File: src/rtl/irq_pkg.sv
// Package: shared constants for the interrupt status unit.
// Assumes a 12-source layout; bit positions are fixed by the register view.
package irq_pkg;
    localparam int NSRC = 12;

    localparam int EV_RX_UNDER = 0;
    localparam int EV_RX_OVER  = 1;
    localparam int EV_RX_FULL  = 2;
    localparam int EV_TX_OVER  = 3;
    localparam int EV_TX_EMPTY = 4;
    localparam int EV_RD_REQ   = 5;
    localparam int EV_TX_ABORT = 6;
    localparam int EV_RX_DONE  = 7;
    localparam int EV_ACTIVITY = 8;
    localparam int EV_STOP     = 9;
    localparam int EV_START    = 10;
    localparam int EV_GCALL    = 11;

    // Sources that latch and can be cleared (all except the two levels).
    localparam logic [NSRC-1:0] STICKY_MASK =
        ~((NSRC'(1) << EV_RX_FULL) | (NSRC'(1) << EV_TX_EMPTY));

    // Word addresses.
    localparam int A_MASK    = 0;
    localparam int A_RAW     = 1;
    localparam int A_MSTAT   = 2;
    localparam int A_RX_THR  = 3;
    localparam int A_TX_THR  = 4;
    localparam int A_CLR_ALL = 5;
    localparam int A_CLR_ONE = 8;
endpackage

File: src/rtl/irq_level_cmp.sv
// Module: threshold comparator for one FIFO level source.
// ABOVE=1 gives level > thr, ABOVE=0 gives level <= thr.
// Assumes level and thr are unsigned and share a width.
module irq_level_cmp #(
    parameter int LVL_W = 5,
    parameter bit ABOVE = 1'b1
) (
    input  logic [LVL_W-1:0] level,
    input  logic [LVL_W-1:0] thr,
    output logic             hit
);
    generate
        if (ABOVE) begin : g_above
            // Fill-up condition: strictly more entries than the threshold.
            always_comb hit = (level > thr);
        end else begin : g_below
            // Drain condition: entries at or under the threshold.
            always_comb hit = (level <= thr);
        end
    endgenerate
endmodule

File: src/rtl/irq_event_latch.sv
// Module: sticky event bits with set-over-clear priority.
// Only positions flagged in STICKY_MASK hold state; other positions read 0.
// Assumes set_in and clr_in are sampled on the same edge.
module irq_event_latch
    import irq_pkg::*;
(
    input  logic            clk,
    input  logic            rst_n,
    input  logic [NSRC-1:0] set_in,
    input  logic [NSRC-1:0] clr_in,
    output logic [NSRC-1:0] lat_q,
    output logic [NSRC-1:0] lat_nxt
);
    genvar i;
    generate
        for (i = 0; i < NSRC; i++) begin : g_bit
            if (STICKY_MASK[i]) begin : g_sticky
                // Next value: a new event wins over a clear in the same cycle.
                always_comb lat_nxt[i] = set_in[i] | (lat_q[i] & ~clr_in[i]);

                // State flop for one sticky event.
                always_ff @(posedge clk) begin
                    if (!rst_n) lat_q[i] <= 1'b0;
                    else        lat_q[i] <= lat_nxt[i];
                end

                // an event pulse is never lost to a concurrent clear.
                a_r4_set_wins: assert property (@(posedge clk) disable iff (!rst_n)
                    set_in[i] |=> lat_q[i]);
                // a clear with no new pulse empties the bit.
                a_r5_clear_takes: assert property (@(posedge clk) disable iff (!rst_n)
                    (clr_in[i] && !set_in[i]) |=> !lat_q[i]);
            end else begin : g_level
                // Level positions hold no state.
                always_comb lat_nxt[i] = 1'b0;
                always_comb lat_q[i]   = 1'b0;
            end
        end
    endgenerate
endmodule

File: src/rtl/irq_bus_decode.sv
// Module: register port decode: holds mask and thresholds, produces clear strobes.
// Assumes each access is a single-cycle strobe; a read cycle is one clearing read.
module irq_bus_decode
    import irq_pkg::*;
#(
    parameter int ADDR_W = 5,
    parameter int DATA_W = 16,
    parameter int LVL_W  = 5
) (
    input  logic              clk,
    input  logic              rst_n,
    input  logic              bus_sel,
    input  logic              bus_wr,
    input  logic [ADDR_W-1:0] bus_addr,
    input  logic [DATA_W-1:0] bus_wdata,
    output logic [NSRC-1:0]   mask_q,
    output logic [NSRC-1:0]   mask_nxt,
    output logic [LVL_W-1:0]  rx_thr_q,
    output logic [LVL_W-1:0]  tx_thr_q,
    output logic [NSRC-1:0]   clr_vec,
    output logic              rd_en
);
    logic wr_en;
    logic [LVL_W-1:0] rx_thr_nxt;
    logic [LVL_W-1:0] tx_thr_nxt;

    // Split the strobe into read and write.
    always_comb begin
        rd_en = bus_sel & ~bus_wr;
        wr_en = bus_sel &  bus_wr;
    end

    // Next values of the writable registers.
    always_comb begin
        mask_nxt   = mask_q;
        rx_thr_nxt = rx_thr_q;
        tx_thr_nxt = tx_thr_q;
        if (wr_en) begin
            if (bus_addr == ADDR_W'(A_MASK))   mask_nxt   = bus_wdata[NSRC-1:0];
            if (bus_addr == ADDR_W'(A_RX_THR)) rx_thr_nxt = bus_wdata[LVL_W-1:0];
            if (bus_addr == ADDR_W'(A_TX_THR)) tx_thr_nxt = bus_wdata[LVL_W-1:0];
        end
    end

    // Writable register storage.
    always_ff @(posedge clk) begin
        if (!rst_n) begin
            mask_q   <= '0;
            rx_thr_q <= '0;
            tx_thr_q <= '0;
        end else begin
            mask_q   <= mask_nxt;
            rx_thr_q <= rx_thr_nxt;
            tx_thr_q <= tx_thr_nxt;
        end
    end

    // Clear strobes: the combined address clears all sticky bits, per-source addresses one each.
    always_comb begin
        clr_vec = '0;
        if (rd_en && bus_addr == ADDR_W'(A_CLR_ALL)) clr_vec = STICKY_MASK;
        for (int k = 0; k < NSRC; k++) begin
            if (rd_en && STICKY_MASK[k] && bus_addr == ADDR_W'(A_CLR_ONE + k))
                clr_vec[k] = 1'b1;
        end
    end

    // a write only lands at its own address.
    a_r11_mask_write_only: assert property (@(posedge clk) disable iff (!rst_n)
        !(wr_en && bus_addr == ADDR_W'(A_MASK)) |=> $stable(mask_q));
endmodule

File: src/rtl/irq_status_unit.sv
// Module: top of the interrupt status unit. Combines sticky events and FIFO
// level sources, applies the mask, serves reads and drives a registered irq.
// Assumes DATA_W >= 12 and DATA_W >= LVL_W; levels never exceed FIFO_DEPTH.
module irq_status_unit
    import irq_pkg::*;
#(
    parameter int FIFO_DEPTH = 16,
    parameter int ADDR_W     = 5,
    parameter int DATA_W     = 16,
    parameter int LVL_W      = $clog2(FIFO_DEPTH + 1)
) (
    input  logic              clk,
    input  logic              rst_n,
    input  logic [NSRC-1:0]   evt_in,
    input  logic [LVL_W-1:0]  rx_level,
    input  logic [LVL_W-1:0]  tx_level,
    input  logic              bus_sel,
    input  logic              bus_wr,
    input  logic [ADDR_W-1:0] bus_addr,
    input  logic [DATA_W-1:0] bus_wdata,
    output logic [DATA_W-1:0] rd_data,
    output logic              irq
);
    logic [NSRC-1:0]  mask_q, mask_nxt, clr_vec, lat_q, lat_nxt, set_vec;
    logic [NSRC-1:0]  lvl_vec, raw_vec;
    logic [LVL_W-1:0] rx_thr_q, tx_thr_q;
    logic             rd_en, rx_hit, tx_hit;

    irq_bus_decode #(.ADDR_W(ADDR_W), .DATA_W(DATA_W), .LVL_W(LVL_W)) i_decode (
        .clk(clk), .rst_n(rst_n), .bus_sel(bus_sel), .bus_wr(bus_wr),
        .bus_addr(bus_addr), .bus_wdata(bus_wdata), .mask_q(mask_q),
        .mask_nxt(mask_nxt), .rx_thr_q(rx_thr_q), .tx_thr_q(tx_thr_q),
        .clr_vec(clr_vec), .rd_en(rd_en)
    );

    irq_level_cmp #(.LVL_W(LVL_W), .ABOVE(1'b1)) i_rx_cmp (
        .level(rx_level), .thr(rx_thr_q), .hit(rx_hit)
    );
    irq_level_cmp #(.LVL_W(LVL_W), .ABOVE(1'b0)) i_tx_cmp (
        .level(tx_level), .thr(tx_thr_q), .hit(tx_hit)
    );

    // Only sticky positions accept pulses.
    always_comb set_vec = evt_in & STICKY_MASK;

    irq_event_latch i_latch (
        .clk(clk), .rst_n(rst_n), .set_in(set_vec), .clr_in(clr_vec),
        .lat_q(lat_q), .lat_nxt(lat_nxt)
    );

    // Assemble the raw vector from sticky bits and the two level sources.
    always_comb begin
        lvl_vec = '0;
        lvl_vec[EV_RX_FULL]  = rx_hit;
        lvl_vec[EV_TX_EMPTY] = tx_hit;
        raw_vec = lat_q | lvl_vec;
    end

    // Read mux; zero when no read is presented or the address is unmapped.
    always_comb begin
        rd_data = '0;
        if (rd_en) begin
            if (bus_addr == ADDR_W'(A_MASK))    rd_data = DATA_W'(mask_q);
            if (bus_addr == ADDR_W'(A_RAW))     rd_data = DATA_W'(raw_vec);
            if (bus_addr == ADDR_W'(A_MSTAT))   rd_data = DATA_W'(raw_vec & mask_q);
            if (bus_addr == ADDR_W'(A_RX_THR))  rd_data = DATA_W'(rx_thr_q);
            if (bus_addr == ADDR_W'(A_TX_THR))  rd_data = DATA_W'(tx_thr_q);
            if (bus_addr == ADDR_W'(A_CLR_ALL)) rd_data = DATA_W'(|lat_q);
            for (int k = 0; k < NSRC; k++) begin
                if (STICKY_MASK[k] && bus_addr == ADDR_W'(A_CLR_ONE + k))
                    rd_data = DATA_W'(lat_q[k]);
            end
        end
    end

    // Registered interrupt line, aligned with the mask and sticky state after the edge.
    always_ff @(posedge clk) begin
        if (!rst_n) irq <= 1'b0;
        else        irq <= |((lat_nxt | lvl_vec) & mask_nxt);
    end

    // an all-zero mask keeps the line quiet.
    a_r10_mask_zero_quiet: assert property (@(posedge clk) disable iff (!rst_n)
        (mask_q == '0) |-> !irq);
    // the combined clear with no new pulse leaves no sticky bit in the raw view.
    a_r6_clear_all_empties: assert property (@(posedge clk) disable iff (!rst_n)
        (rd_en && bus_addr == ADDR_W'(A_CLR_ALL) && set_vec == '0)
        |=> ((raw_vec & STICKY_MASK) == '0));
    // the receive-full bit tracks the level, not the clear reads.
    a_r7_full_not_sticky: assert property (@(posedge clk) disable iff (!rst_n)
        (rx_level <= rx_thr_q) |-> !raw_vec[EV_RX_FULL]);
    // the transmit-empty bit is high whenever the level is at zero.
    a_r8_empty_at_zero: assert property (@(posedge clk) disable iff (!rst_n)
        (tx_level == '0) |-> raw_vec[EV_TX_EMPTY]);
endmodule

File: config.mk
export PLATFORM = sky130hd
export DESIGN_NAME = irq_status_unit
export DESIGN_NICKNAME = d
export VERILOG_FILES = /design/src/rtl/irq_pkg.sv /design/src/rtl/irq_level_cmp.sv /design/src/rtl/irq_event_latch.sv /design/src/rtl/irq_bus_decode.sv /design/src/rtl/irq_status_unit.sv
export SDC_FILE = /design/constraint.sdc
export NUM_CORES = 1
export LEC_CHECK = 0
export BUFFER_PORTS_ARGS = -buffer_cell sky130_fd_sc_hd__buf_4
export CAP_MARGIN = 10
export CORE_MARGIN = 3
export CORE_UTILIZATION = 40
export CTS_CLUSTER_SIZE = 12
export DETAILED_ROUTE_END_ITERATION = 7
export RECOVER_POWER = 50
export SLEW_MARGIN = 20
export SYNTH_ARGS = -nofsm -noshare
export SYNTH_HDL_FRONTEND = slang
export SYNTH_SLANG_ARGS = --single-unit
File: constraint.sdc
create_clock -name clk -period 2.8 [get_ports clk]
set_clock_uncertainty 0.1 [all_clocks]
set_input_delay 0.14 -clock clk [delete_from_list [all_inputs] [get_ports clk]]
set_output_delay 0.14 -clock clk [all_outputs]
set_load 0.01 [all_outputs]
# Word level (Yosys, flattened, before mapping)
# Index checks and enable logic that the tools add are counted.
word_totals:
  register_bits: 33
  in_bits: 47
  output_inout_bits: 17
  elab_cells: 114
classes:
  magnitude_cmp: 2
  n_eq_ne: 15
  mux: 30
  bitwise_logic: 37
  reduce_logical: 16
op_table:
  columns: ["operator", "count"]
  rows:
  - ["$mux 16", 11]
  - ["$mux 12", 9]
  - ["$eq 5x4->1 const B", 6]
  - ["$and 12x12->12", 2]
  - ["$or 12x5->12", 2]
  - ["$eq 5x5->1 const B", 4]
  - ["$and 1x1->1", 12]
  - ["$reduce_or 12->1", 1]
  - ["$logic_and 1x1->1", 11]
  - ["$not 1->1", 11]
  - ["$eq 5x2->1 const B", 2]
  - ["$eq 5x3->1 const B", 2]
  - ["$mux 1", 10]
  - ["$or 1x1->1", 10]
  - ["$reduce_or 10->1", 1]
  - ["$eq 5x1->1 const B", 1]
  - ["$gt 5x5->1", 1]
  - ["$le 5x5->1", 1]
  - ["$logic_not 5->1", 1]
  - ["$reduce_and 2->1", 2]

# Logic depth before layout (Yosys ltp)
depth:
  depth_word: 18
  ltp_mapped: 8
  ltp_nobuf: 8

# Hierarchy
# From an unflattened synthesis, not the netlist that was laid out.
hier_totals:
  cells_unflattened: 345
  hier_area_um2: 2775.2
modules_own_cells:
  columns: ["module", "n_inst", "cells_per_inst", "area_each_um2", "seq_area_each_um2"]
  rows:
  - ["irq_bus_decode", 1, 145, 1270.0, 440.4]
  - ["irq_status_unit", 1, 120, 748.2, 20.0]
  - ["irq_event_latch", 1, 46, 516.7, 200.2]
  - ["irq_level_cmp at i_rx_cmp", 1, 17, 121.4, 0.0]
  - ["irq_level_cmp at i_tx_cmp", 1, 17, 118.9, 0.0]

# Least setup slack after synthesis
# Ideal clock, no wire load.
synth_path:
  kind: "register to output"
  startpoint: "reg i_decode.rx_thr_q[1]"
  endpoint: "out rd_data[2]"
  arrival_time_ps: 1731
  required_ps: 2560
  setup_slack_ps: 829
  path_stages_with_launch: 9
  path_buffers: 0
  cell_sequence: "dfxtp_1 > inv_1 > ha_1 > nor2b_1 > o21a_1 > o21ai_0 > a221o_1 > a21o_1 > a221oi_1"
synth_via:
  elab_chain_cells: 18
  elab_cells_between_ends: 19
  cone_classes: "order compare (1); mux (16); bitwise (2)"
synth_rtl:
  columns: ["item", "line", "source"]
  rows:
  - ["start: declaration", "irq_bus_decode.sv:18", "output logic [LVL_W-1:0] rx_thr_q,"]
  - ["start signal: assignment", "irq_bus_decode.sv:53", "rx_thr_q <= rx_thr_nxt;"]
  - ["$gt 5x5->1 (*)", "irq_level_cmp.sv:15", "always_comb hit = (level > thr);"]
  - ["$or 12x5->12 (*)", "irq_status_unit.sv:56", "raw_vec = lat_q | lvl_vec;"]
  - ["$mux 12 or $and 12x12->12 (tied branches)", "irq_status_unit.sv:64, irq_status_unit.sv:65", null]
  - ["$mux 12 (*)", "irq_status_unit.sv:65", "if (bus_addr == ADDR_W'(A_MSTAT)) rd_data = DATA_W'(raw_vec & mask_q);"]
  - ["$mux 12 (*)", "irq_status_unit.sv:66", "if (bus_addr == ADDR_W'(A_RX_THR)) rd_data = DATA_W'(rx_thr_q);"]
  - ["$mux 12 (*)", "irq_status_unit.sv:67", "if (bus_addr == ADDR_W'(A_TX_THR)) rd_data = DATA_W'(tx_thr_q);"]
  - ["$mux 12 (*)", "irq_status_unit.sv:68", "if (bus_addr == ADDR_W'(A_CLR_ALL)) rd_data = DATA_W'(|lat_q);"]
  - ["$mux 16 (*) (10 in series)", "irq_status_unit.sv:70", "if (STICKY_MASK[k] && bus_addr == ADDR_W'(A_CLR_ONE + k))"]
  - ["$mux 16 (*)", "irq_status_unit.sv:62", "if (rd_en) begin"]
  - ["end: declaration", "irq_status_unit.sv:21", "output logic [DATA_W-1:0] rd_data,"]
# Every way passes the cells marked *; elsewhere a longest branch is shown, timed or not.

# Worst setup path after layout
# Ends and elaborated chain as after synthesis.

==> parameters.txt <==
Parameter                              Value

Clocking
  Number of sinks driven by the clock tree ... 33
  CTS tree ... done
  Clock Root Buffer ... clkbuf_8
  H-tree level count ... 2
  Clock transition at the register clock pins on the worst setup and hold paths after CTS ... 0.07 ns
  Post-cts sizing count ... 0
  Clock latency reported for the late side of the worst-skew pair ... 0.28 ns
  Clock Path Buffers ... 2
  Total CTS buffers ... 5

Logic synthesis
  Number of enable flip-flop cells after synthesis ... 0
  Synthesized flop and latch total ... 33
  Warnings from Yosys ... 0
  Synth cell types ... 63
  Async SR Flop Fraction ... 0
  Cell area after technology mapping ... 2410 sq um
  Post-synthesis cell count ... 293
  Post-synthesis sequential area ratio ... 0.274
  Synth Flop Type ... dfxtp_1
  Post-synthesis area per instance ... 8.23 sq um

Pwr
  Comb power frac ... 0.187
  Maximum vdd ir drop ... 0.000176 V
  Internal Pwr Total ... 750 uW
  Switching share of power ... 0.280
  Static Leak ... 0.00124 uW
  Fraction of power consumed by the clock network ... 0.336
  Sw power ... 291 uW
  Sequential fraction of design power ... 0.477
  Power density relative to cell area ... 356 nW/um^2

Global routing
  Final global-route overflow total ... 0
  Largest net degree at the start of global routing ... 34
  Number of antenna violations at the first check in global routing ... 0
  All-Layer GR Usage ... 0.198
  Vias in the first global route ... 2249
  Wire length of the first global-routing pass ... 11.2 mm

Final layout
  Area growth from synthesis to final layout ... 21.3%
  Antenna Diode Count ... 0
  Filler cells ... 569
  Layout Utilization ... 0.515
  Sequential cell area ... 661 sq um
  Multi-input gate area in the final layout ... 1590 sq um
  Total number of nets in the final design ... 399
  Fraction of final layout cells with drive strength greater than 1 ... 0.207

Route
  DR WL met3 ... 513 um
  Final wirelength ... 6.79 mm
  Number of DRC violations after detailed-routing iteration 0 ... 139
  Routed length on met1 ... 3.18 mm
  Vias per cell ... 5.53
  Highest routing layer actually used ... met4
  Avg WL per Cell ... 16.4 um
  Routed length on met2 ... 3.05 mm
  Total via count in the routed design ... 2294
  Residual DRC count ... 0
  Initial DRT Pass Iterations ... 5
  Routed Antenna Nets ... 0

Place
  Detail Placement HPWL ... 5.16 mm
  Post-placement worst setup slack ... 0.504 ns
  Final GP Congestion ... 0.879
  Count of port buffers added during placement ... 53

Worst setup path
  WS Path Type ... flop to output port
  Worst endpoint required time ... 2.56 ns
  Type of element launching the critical path ... flop
  Worst path arrival time ... 2.28 ns
  Category of the worst setup path capture point ... output port
  Crit-path max FO ... 3

Timing
  Max-slew violation count ... 0
  Min Clock Period, post-route ... 2.52 ns
  Number of hold violations in the final report ... 0
  # setup viols final ... 0
  RSZ-0062 raised after global routing ... false
  Worst Setup Slack, final ... 0.282 ns
  Maximum clock frequency ... 0.397 GHz
  Relative slew slack ... 0.345
  Setup tns final ... 0 ns
  Transition time at the pin with the least slew margin ... 0.982 ns
  Final clock period utilization by the worst path ... 0.899

Die
  Vert. Die Dim ... 83.6 um
  X dimension of the die ... 83.6 um
  Starting density of the core ... 0.425
  Cell row count ... 27
  Ports placed on the boundary ... 64
  Area of the die ... 6990 sq um
  Core region area ... 5680 sq um

Worst hold path
  Class of the tightest hold or removal check ... primary input to flop

Job
  Number of maximum-capacitance violations ... 0

Status
  Outcome ... complete, no violations
[cells in the mapped netlist (all sizes together) (2+ instances only)]
library cell	instances	area share
nor2b	34	0.088
dfxtp	33	0.27
nor2	24	0.037
mux2i	23	0.095
a21oi	13	0.027
inv	13	0.020
nand2	12	0.019
clkbuf	11	0.017
buf	10	0.024
ha	10	0.052
o21ai	10	0.021
a22oi	9	0.028
a21o	8	0.025
nor3	8	0.021
a31oi	5	0.013
nand2b	5	0.014
o22ai	5	0.013
nand3b	4	0.012
o21a	4	0.012
a21boi	3	0.0093
and3	3	0.0078
nand3	3	0.0062
nor3b	3	0.0093
or2	3	0.0078
a221o	2	0.0083
a221oi	2	0.0073
and3b	2	0.0073
o22a	2	0.0073
o41a	2	0.0093
or3	2	0.0052
[layout make-up]
class / count / area share
multi-input cells: 229 / 0.544
flip-flops and latches: 33 / 0.226
repair buffers: 60 / 0.154
well taps: 72 / 0.0308
clock buffers: 6 / 0.0248
inverters: 13 / 0.0167
clock inverters: 2 / 0.00342
[critical path, cell delays in order, from the launching register on]
cell and delay, ns:
dfxtp_1 0.36, inv_1 0.05, ha_1 0.27, nor2b_1 0.13, o21a_1 0.11, o21ai_0 0.07, a221o_1 0.33, a21o_1 0.16
a221oi_1 0.31, buf_4 0.19
[placed cells by master (no fill, tap or decap), types with 4 or more instances in the layout]
cell	count
dfxtp_1	33
nand3b_1	4
nor3_1	6
a21o_1	8
nor2_1	24
nand2b_1	4
a21oi_1	13
nor2b_1	34
a31oi_1	5
a22oi_1	9
buf_4	55
clkbuf_8	5
conb_1	4
inv_1	13
o21a_1	4
nand2_1	12
o22ai_1	5
mux2i_1	23
o21ai_0	9
ha_1	10
[final timing paths]
| path | startpoint | to | slack [ns] | depth (start not counted) |
|---|---|---|---|---|
| max | i_decode.rx_thr_q[1] | rd_data[2] | 0.28 | 9 |
| min reg2reg | i_decode.tx_thr_q[2] | i_decode.tx_thr_q[2] | 0.42 | 2 |
| min | evt_in[6] | i_latch.lat_q[6] | 0.004 | 3 |
| max reg2reg | i_decode.rx_thr_q[1] | irq | 0.67 | 8 |
[per-layer routing]
layer | track usage | vias to the layer above
li1 | - | 1157
met1 | 0.285 | 1050
met2 | 0.303 | 83
met3 | 0.0247 | 4
met4 | 0.0673 | 0
met5 | 0 | -
[through the flow]
step / cells / instance area, sq um / power (uW) / hold slack (ns)
global route: 415 / 2920 / 1080 / 0.0313
detailed placement: 404 / 2840 / 701 / 0.271
floorplan: 296 / 2420 / 621 / 0.164
global placement: 404 / 2840 / 700 / 0.272
CTS: 415 / 2950 / 1050 / 0.00422
finish: 415 / 2920 / 1040 / 0.00386
[state kept, by name, indices dropped and copies added, names as in the netlist]
name,flops
i_latch.lat_q,10
irq,1
i_decode.tx_thr_q,5
i_decode.rx_thr_q,5
i_decode.mask_q,12
[cells by family (layout without fill, tap and decap cells)]
family / count (synthesis) / count (layout) / synth area share
mux: 24 / 24 / 0.100
simple gates: 112 / 112 / 0.267
buf+inv: 34 / 81 / 0.0618
flops: 33 / 33 / 0.274
xor+xnor: 1 / 1 / 0.00363
compound gates: 78 / 78 / 0.240
other cells: 1 / 4 / 0.00156
fa+ha+maj: 10 / 10 / 0.0519
[what timing repair did]
item / CTS / global route
endpoints found under the hold margin: 3 / 0
hold buffers: 3 / 0
buffers inserted: 0 / 0
[power by group through the flow]
| stage | Sequential [uW] | Clock (uW) | Combinational (uW) |
|---|---|---|---|
| 2_1_floorplan | 501 | 0 | 120 |
| 3_3_place_gp | 506 | 0 | 194 |
| 3_5_place_dp | 506 | 0 | 194 |
| 4_1_cts | 496 | 356 | 198 |
| 5_1_grt | 498 | 369 | 217 |
| 6_report | 496 | 350 | 195 |
Power figures use the tool's default switching activity.
